===== config.mk =====
export PLATFORM = sky130hd
export DESIGN_NAME = irxcvr_ctrl
export DESIGN_NICKNAME = d
export VERILOG_FILES = /design/src/rtl/irx_pkg.sv /design/src/rtl/irx_sync.sv /design/src/rtl/irx_ctrl.sv /design/src/rtl/irx_datapath.sv /design/src/rtl/irxcvr_ctrl.sv
export SDC_FILE = /design/constraint.sdc
export NUM_CORES = 1
export LEC_CHECK = 0
export BUFFER_PORTS_ARGS = -buffer_cell sky130_fd_sc_hd__buf_4
export CAP_MARGIN = 20
export CELL_PAD_IN_SITES_DETAIL_PLACEMENT = 1
export CELL_PAD_IN_SITES_GLOBAL_PLACEMENT = 1
export CORE_MARGIN = 2
export CORE_UTILIZATION = 30
export DETAILED_ROUTE_END_ITERATION = 6
export MAX_ROUTING_LAYER = met4
export PLACE_DENSITY = 0.61
export SETUP_SLACK_MARGIN = 0.4
export SYNTH_ARGS = -nofsm -noshare
export SYNTH_HDL_FRONTEND = slang
export SYNTH_HIERARCHICAL = 1
export SYNTH_SLANG_ARGS = --single-unit
export TNS_END_PERCENT = 1

===== constraint.sdc =====
create_clock -name clk -period 3.6 [get_ports clk]
set_input_delay 0.72 -clock clk [delete_from_list [all_inputs] [get_ports clk]]
set_output_delay 0.72 -clock clk [all_outputs]
set_load 0.01 [all_outputs]

===== src/rtl/irx_pkg.sv =====
package irx_pkg;
  // Strobes from the control timers to the output datapath
  typedef struct packed {
    logic ledGate;   // emitter allowed and requested
    logic sdHigh;    // synchronized shutdown pin is high
    logic shutdown;  // qualified shutdown state
    logic bwLoad;    // load bandwidth register this cycle
    logic bwVal;     // value to load
  } ctrlStrobe_t;
endpackage


===== src/rtl/irx_sync.sv =====
module irx_sync #(
  parameter int WIDTH = 3
) (
  input  logic             clk,
  input  logic             rstN,
  input  logic [WIDTH-1:0] asyncIn,
  output logic [WIDTH-1:0] syncOut
);
  for (genvar i = 0; i < WIDTH; i++) begin : g_bit
    logic meta;
    always_ff @(posedge clk or negedge rstN) begin
      if (!rstN) begin
        meta       <= 1'b0;
        syncOut[i] <= 1'b0;
      end else begin
        meta       <= asyncIn[i];
        syncOut[i] <= meta;
      end
    end
  end
endmodule


===== src/rtl/irx_ctrl.sv =====
module irx_ctrl
  import irx_pkg::*;
#(
  parameter int CLK_PER_US     = 100,
  parameter int LED_TIMEOUT_US = 50,
  parameter int SHDN_US        = 400
) (
  input  logic        clk,
  input  logic        rstN,
  input  logic        txdS,
  input  logic        sdS,
  output ctrlStrobe_t strobe
);
  localparam int LED_CYC = LED_TIMEOUT_US * CLK_PER_US;
  localparam int SHDN_CYC = SHDN_US * CLK_PER_US;
  localparam int TX_W = $clog2(LED_CYC + 1);
  localparam int SD_W = $clog2(SHDN_CYC + 1);
  localparam logic [TX_W-1:0] TX_MAX = TX_W'(LED_CYC);
  localparam logic [SD_W-1:0] SD_MAX = SD_W'(SHDN_CYC);

  logic [TX_W-1:0] txCnt;
  logic [SD_W-1:0] sdCnt;
  logic            sdPrev;

  // Emitter guard timer: counts synchronized TXD-high cycles, clears on low
  always_ff @(posedge clk or negedge rstN) begin
    if (!rstN) txCnt <= '0;
    else if (!txdS) txCnt <= '0;
    else if (txCnt != TX_MAX) txCnt <= txCnt + 1'b1;
  end

  // Shutdown qualifier: counts synchronized SD-high cycles
  always_ff @(posedge clk or negedge rstN) begin
    if (!rstN) begin
      sdCnt  <= '0;
      sdPrev <= 1'b0;
    end else begin
      sdPrev <= sdS;
      if (!sdS) sdCnt <= '0;
      else if (sdCnt != SD_MAX) sdCnt <= sdCnt + 1'b1;
    end
  end

  always_comb begin
    strobe.ledGate  = txdS && !sdS && (txCnt != TX_MAX);
    strobe.sdHigh   = sdS;
    strobe.shutdown = (sdCnt == SD_MAX);
    strobe.bwLoad   = sdPrev && !sdS;
    strobe.bwVal    = txdS;
  end

  AST_TX_CAP: assert property (@(posedge clk) disable iff (!rstN)
    txCnt <= TX_MAX);
  AST_TX_CLEAR: assert property (@(posedge clk) disable iff (!rstN)
    !txdS |=> (txCnt == '0));
  AST_SD_CLEAR: assert property (@(posedge clk) disable iff (!rstN)
    !sdS |=> (sdCnt == '0));
  AST_SHDN_AFTER_SD: assert property (@(posedge clk) disable iff (!rstN)
    $rose(strobe.shutdown) |-> $past(sdS));
endmodule


===== src/rtl/irx_datapath.sv =====
module irx_datapath
  import irx_pkg::*;
(
  input  logic        clk,
  input  logic        rstN,
  input  ctrlStrobe_t strobe,
  input  logic        lightS,
  output logic        ledOn,
  output logic        rxdOut,
  output logic        rxdOe,
  output logic        bwHigh
);
  logic bwQ;

  always_ff @(posedge clk or negedge rstN) begin
    if (!rstN) bwQ <= 1'b0;
    else if (strobe.bwLoad) bwQ <= strobe.bwVal;
  end

  always_comb begin
    ledOn  = strobe.ledGate && !strobe.shutdown;
    rxdOut = strobe.sdHigh ? 1'b1 : !(lightS || ledOn);
    rxdOe  = !strobe.shutdown;
    bwHigh = bwQ;
  end

  AST_BW_HOLD: assert property (@(posedge clk) disable iff (!rstN)
    !strobe.bwLoad |=> $stable(bwQ));
  AST_RXD_ECHO: assert property (@(posedge clk) disable iff (!rstN)
    ledOn |-> !rxdOut);
endmodule


===== src/rtl/irxcvr_ctrl.sv =====
module irxcvr_ctrl
  import irx_pkg::*;
#(
  parameter int CLK_PER_US     = 100,
  parameter int LED_TIMEOUT_US = 50,
  parameter int SHDN_US        = 400
) (
  input  logic clk,
  input  logic rstN,
  input  logic txdIn,
  input  logic sdIn,
  input  logic lightIn,
  output logic ledOn,
  output logic rxdOut,
  output logic rxdOe,
  output logic bwHigh
);
  logic [2:0]  syncVec;
  ctrlStrobe_t strobe;

  irx_sync #(.WIDTH(3)) u_sync (
    .clk     (clk),
    .rstN    (rstN),
    .asyncIn ({lightIn, sdIn, txdIn}),
    .syncOut (syncVec)
  );

  irx_ctrl #(
    .CLK_PER_US     (CLK_PER_US),
    .LED_TIMEOUT_US (LED_TIMEOUT_US),
    .SHDN_US        (SHDN_US)
  ) u_ctrl (
    .clk    (clk),
    .rstN   (rstN),
    .txdS   (syncVec[0]),
    .sdS    (syncVec[1]),
    .strobe (strobe)
  );

  irx_datapath u_dp (
    .clk    (clk),
    .rstN   (rstN),
    .strobe (strobe),
    .lightS (syncVec[2]),
    .ledOn  (ledOn),
    .rxdOut (rxdOut),
    .rxdOe  (rxdOe),
    .bwHigh (bwHigh)
  );
endmodule


==> impl_metrics.tcl, run 1 <==
set metrics [dict create \
    outcome "finished clean" \
    r2r_slack_ns 1.84 \
    diodes 0 \
    ys_types 32 \
    drive_gt1_frac 0.0984 \
    cts_tree "yes" \
    maxCapViolCount 0 \
    ir_drop_mv 0.189 \
    synth_area_um2 1790 \
    dp_hpwl_um 2650 \
    drtPass1Iterations 4 \
    max_stage_delay_ns 0.42 \
    post-cts-setup-buffer-count 0 \
    hold_path_depth 0 \
    cp.depth 8 \
    fin_hold_ws_ns 0.357 \
    synth_edf_count 0 \
    root_buffer "clkbuf_8" \
    reg2reg_depth 6 \
    grt_usage 0.141 \
    fmax_mhz 352 \
    cp_cell_sequence "inv_1 -> ha_1 -> nor4b_1 -> nand3_1 -> and3_1 -> nor2b_2 -> o21bai_1 -> buf_4" \
    vias 1293 \
    die_width_um 81.3 \
    postCtsResizedCells 0 \
    pin_count 9 \
    synth.top_cell.area_share 0.517 \
    worst_ep_arrival_time_ns 2.12 \
    grt_overflow 0 \
    fin_util 0.347 \
    clk_latency_ns 0.30 \
    die_h_um 81.3 \
    cp-start-kind "flip-flop" \
    crit_type "reg2out" \
    synth_ff_type "dfrtp_1" \
    crit_path_end_kind "output port" \
    critPathCapture "rxdOut" \
    syn2layout_area_growth_pct 13.4 \
    die-area_um2 6600 \
    setup_tns_ns 0 \
    critical_path.max_fanout 4 \
    clock-sinks 37 \
    routed_wl_um 3880 \
    setup_viol 0 \
    io_buffers 8 \
    period_needed_ns 2.84 \
    drc 0 \
    grt_pass1_vias 1454 \
    synth.most_common_cell "dfrtp_1" \
    synth.area.top_cells "dfrtp_1, xnor2_1, xor2_1" \
    synthArstFlopShare 1.00 \
    antenna_found_initial 0 \
    syn_area_per_cell_um2 10.4 \
    period_share 0.789 \
    cp_slowest_cell "dfrtp_1" \
    grt_max_degree 38 \
    wl_per_cell_um 15.0 \
    rsz0062_at_grt "false" \
    hp-class "reg2reg" \
    synth_commonest_cells "dfrtp_1, nor2_1, nand2_1" \
    fill_cells 656 \
    rows 28 \
    crit_family "simple AND/OR/NAND/NOR gates" \
    cp.required_ns 2.88 \
    grt_first_pass_wirelength_um 6790 \
    reg2reg_from "u_ctrl/sdCnt[0]" \
    ant_nets 0 \
    clk_pin_slew_ns 0.08 \
    reg2reg_to "u_ctrl/sdCnt[9]" \
    power.static_leakage_nw 0.882 \
    drv_slew 0 \
    skew_ns 0.00862 \
    power.density_nw_per_um2 427 \
    cts-buffers-inserted 5 \
    postCtsHoldBufs 0 \
    start_util 0.306 \
    synth-seq-area-share 0.517 \
    clock_path_buffers 2 \
    h-tree-depth 2 \
    crit_start "u_ctrl/txCnt[0]" \
    ys_ff_latch 37 \
    drtIter0Drc 63 \
    tightestPinTransition_ns 0.494 \
    synth_top_cell_by_area "dfrtp_1" \
    nets 191 \
    synth_fp_nets 181 \
    ys_warn_count 6 \
    core_um2 5850 \
    hold_viol 0 \
    gp_congestion 0.775 \
    synth_cells 172 \
    critPathBufInv 2 \
    via_per_inst 5.01 \
    max-slew-margin-rel 0.671 \
]
flip-flops by register name (all words and copies together), names as in the netlist:
signal             count
u_ctrl/sdCnt          16
u_sync/syncOut         3
u_ctrl/sdPrev          1
u_sync/g_bit.meta      3
u_dp/bwHigh            1
u_ctrl/txCnt          13
worst reg2reg max path, cell delays in order, from the launching register on:
cell and delay [ns]:
dfrtp_1 0.40, inv_1 0.11, ha_1 0.15, nor4bb_1 0.25
and4_1 0.40, and4b_1 0.25, mux2i_1 0.11
how the worst min path moves through the flow:
| stage | slack, ns | end | start |
|---|---|---|---|
| 2_1_floorplan | 0.33 | u_sync/syncOut[0] | u_sync/g_bit[0].meta |
| 3_3_place_gp | 0.33 | u_sync/syncOut[2] | u_sync/g_bit[2].meta |
| 3_5_place_dp | 0.34 | u_sync/syncOut[2] | u_sync/g_bit[2].meta |
| 4_1_cts | 0.36 | u_sync/syncOut[2] | u_sync/g_bit[2].meta |
| 5_1_grt | 0.37 | u_sync/syncOut[2] | u_sync/g_bit[2].meta |
| 6_report | 0.36 | u_sync/syncOut[1] | u_sync/g_bit[1].meta |
cells in the final DEF (no fill, tap or decap), types with 6 or more instances in the layout:
cell      instances
xnor2_1           9
o21ai_0           6
nand3_1           9
xor2_1            8
inv_1            10
or3_1             6
dfrtp_1          37
buf_4             8
nand2_1          11
and2_1            9
clkbuf_8          6
nor2_1           12
metal layers:
metal,vias up,track usage,share of wire
li1,608,-,-
met1,668,0.154,0.44
met2,12,0.242,0.52
met3,5,0.0500,0.024
met4,0,0.0407,0.013
met5,-,-,0
stage by stage:
stage                     area [um2]  power, mW  setup slack [ns]  cells
after floorplan                 1790      0.469              1.31    172
after global placement          1910      0.488              1.23    250
after detailed placement        1910      0.492              1.08    250
after CTS                       2030      0.880             0.743    258
after global routing            2030      0.907             0.521    258
final                           2030      0.868             0.760    258
cell type report:
type	instances	area (um2)	area share
sequential	37	926	0.456
multi-input combinational	120	793	0.391
inverter	10	37.5	0.0185
tap	75	93.8	0.0462
clock buffer	6	82.6	0.0407
timing repair buffer	8	60.1	0.0296
clock inverter	2	37.5	0.0185
kinds of logic (layout without fill, tap and decap cells):
logic type | Yosys count | in the layout | synth area share
and+or+nand+nor | 79 | 79 | 0.251
DFF | 37 | 37 | 0.517
xor gates and xnor gates | 17 | 17 | 0.0832
buffers and inverters | 15 | 26 | 0.0398
AOI/OAI and AO/OA | 14 | 14 | 0.0447
muxes | 6 | 6 | 0.0363
adders and majority gates | 4 | 4 | 0.0280
where the power goes:
part / leakage [nW] / internal [mW] / total, mW / switching (mW)
logic: 0.331 / 0.0206 / 0.0448 / 0.0242
clock network: 0.0574 / 0.225 / 0.385 / 0.160
registers: 0.493 / 0.426 / 0.438 / 0.0118
total: 0.882 / 0.672 / 0.868 / 0.195
Power figures use the tool's default switching activity.
==> run 2: changes to the inputs <==
Settings changed: PLACE_DENSITY 0.61 to 0.63.
Clock period 3.6 ns to 2.39 ns, I/O delays scaled along.
==> run 2 against run 1 <==
  * Die area is the same
  * Design area up 4.6%
  * Critical endpoint unchanged
  * Critical path type unchanged
  * Cell count is 3.9% higher
  * Largest power group unchanged
  * Clock power rose by 5%
  * Non-clock buffer count grew 12
  * Largest cell class unchanged
  * Clock skew down 0.0018 ns
  * Combinational power up 120%
  * Wire length shrank 3.6%
  * Worst hold slack got worse by 0.21 ns
==> impl_metrics.tcl, run 2 (synthesized netlist as in run 1, its figures left out) <==
set metrics [dict create \
    h-tree-depth 2 \
    ant_nets 0 \
    power.static_leakage_nw 0.935 \
    tightestPinTransition_ns 0.476 \
    setup_viol 0 \
    crit_family "simple AND/OR/NAND/NOR gates" \
    worst_ep_arrival_time_ns 1.76 \
    grt_first_pass_wirelength_um 6660 \
    drc 0 \
    max_stage_delay_ns 0.41 \
    rows 28 \
    root_buffer "clkbuf_8" \
    hp-class "in2async" \
    grt_usage 0.138 \
    grt_pass1_vias 1359 \
    drive_gt1_frac 0.187 \
    die-area_um2 6600 \
    drtIter0Drc 83 \
    io_buffers 8 \
    diodes 0 \
    fill_cells 661 \
    period_share 0.935 \
    clock-sinks 37 \
    regMostFlops "u_ctrl/sdCnt" \
    maxCapViolCount 0 \
    antenna_found_initial 0 \
    design_area_um2 2120 \
    routed_wl_um 3740 \
    gp_congestion 0.742 \
    cts_tree "yes" \
    nets 203 \
    outcome "finished clean" \
    hold_viol 0 \
    max-slew-margin-rel 0.683 \
    cp_cell_sequence "inv_1 -> ha_1 -> nor4bb_1 -> and4_2 -> nor2b_4 -> o21bai_1 -> buf_4" \
    wl_per_cell_um 13.9 \
    clk_latency_ns 0.28 \
    critPathBufInv 2 \
    clk_pin_slew_ns 0.07 \
    die_h_um 81.3 \
    core_um2 5850 \
    grt_overflow 0 \
    final_cell_mix "dfrtp_1, buf_4, nor2_1, nand2_1" \
    vias 1278 \
    power.density_nw_per_um2 544 \
    reg2reg_depth 7 \
    largest_register_ffs 16 \
    reg_top3 "u_ctrl/sdCnt (16), u_ctrl/txCnt (13)" \
    ir_drop_mv 0.247 \
    pin_count 9 \
    cp_slowest_cell "dfrtp_1" \
    cp.required_ns 1.91 \
    start_util 0.306 \
    via_per_inst 4.77 \
    crit_path_end_kind "output port" \
    cts-buffers-inserted 5 \
    fin_util 0.363 \
    rsz0062_at_grt "true" \
    period_needed_ns 2.24 \
    cp.depth 7 \
    crit_type "reg2out" \
    drtPass1Iterations 4 \
    skew_ns 0.00680 \
    clock_path_buffers 2 \
    setup_tns_ns 0 \
    placed_cell_area_um2 1950 \
    drv_slew 0 \
    fin_hold_ws_ns 0.145 \
    cp-start-kind "flip-flop" \
    die_width_um 81.3 \
    final_common_cell "dfrtp_1" \
    syn2layout_area_growth_pct 18.6 \
    critical_path.max_fanout 4 \
    fmax_mhz 447 \
    dp_hpwl_um 2520 \
    grt_max_degree 38 \
]
[run 2: through the flow]
stage / power [mW] / setup WS [ns] / std cells
2_1_floorplan: 0.707 / 0.409 / 172
3_3_place_gp: 0.746 / 0.278 / 254
3_5_place_dp: 0.749 / 0.254 / 254
4_1_cts: 1.17 / 0.159 / 266
5_1_grt: 1.22 / -0.0101 / 268
6_report: 1.16 / 0.154 / 268
[run 2: path summary, 6_finish.rpt]
path	from	to	slack [ns]
min in group clk	lightIn	u_sync/g_bit[2].meta	0.29
max in group asynchronous	rstN	u_ctrl/sdPrev	1.90
setup reg to reg	u_ctrl/txCnt[1]	u_ctrl/txCnt[12]	0.65
setup / recovery	u_ctrl/sdCnt[1]	rxdOut	0.15
hold reg to reg	u_sync/g_bit[1].meta	u_sync/syncOut[1]	0.35
hold / removal	rstN	u_ctrl/sdCnt[10]	0.14
[run 2: repair_timing]
action,CTS,global route
pin swaps,6,2
setup buffers,6,2
setup endpoints to repair,3,3
resized for setup,10,1
hold buffers,0,0
[run 2: metal layers]
metal  up-vias  global-route usage  share of wire
li1        627                   -              -
met1       636               0.173           0.48
met2        11               0.218           0.48
met3         4              0.0267          0.018
met4         0              0.0610          0.019
met5         -                   -              0
[run 2: area by class of cell]
class | instances | area (um2) | area share
Clock buffer | 5 | 68.8 | 0.0324
Clock inverter | 1 | 5.00 | 0.00236
Inverter | 10 | 37.5 | 0.0177
Multi-Input combinational cell | 120 | 838 | 0.395
Sequential cell | 37 | 926 | 0.436
Tap cell | 75 | 93.8 | 0.0442
Timing Repair Buffer | 20 | 154 | 0.0725
[run 2: where the power goes]
part	internal, mW	leakage [nW]	switching, mW
registers	0.642	0.493	0.0120
logic	0.0501	0.402	0.0487
clock network	0.192	0.0399	0.211
total	0.884	0.935	0.272
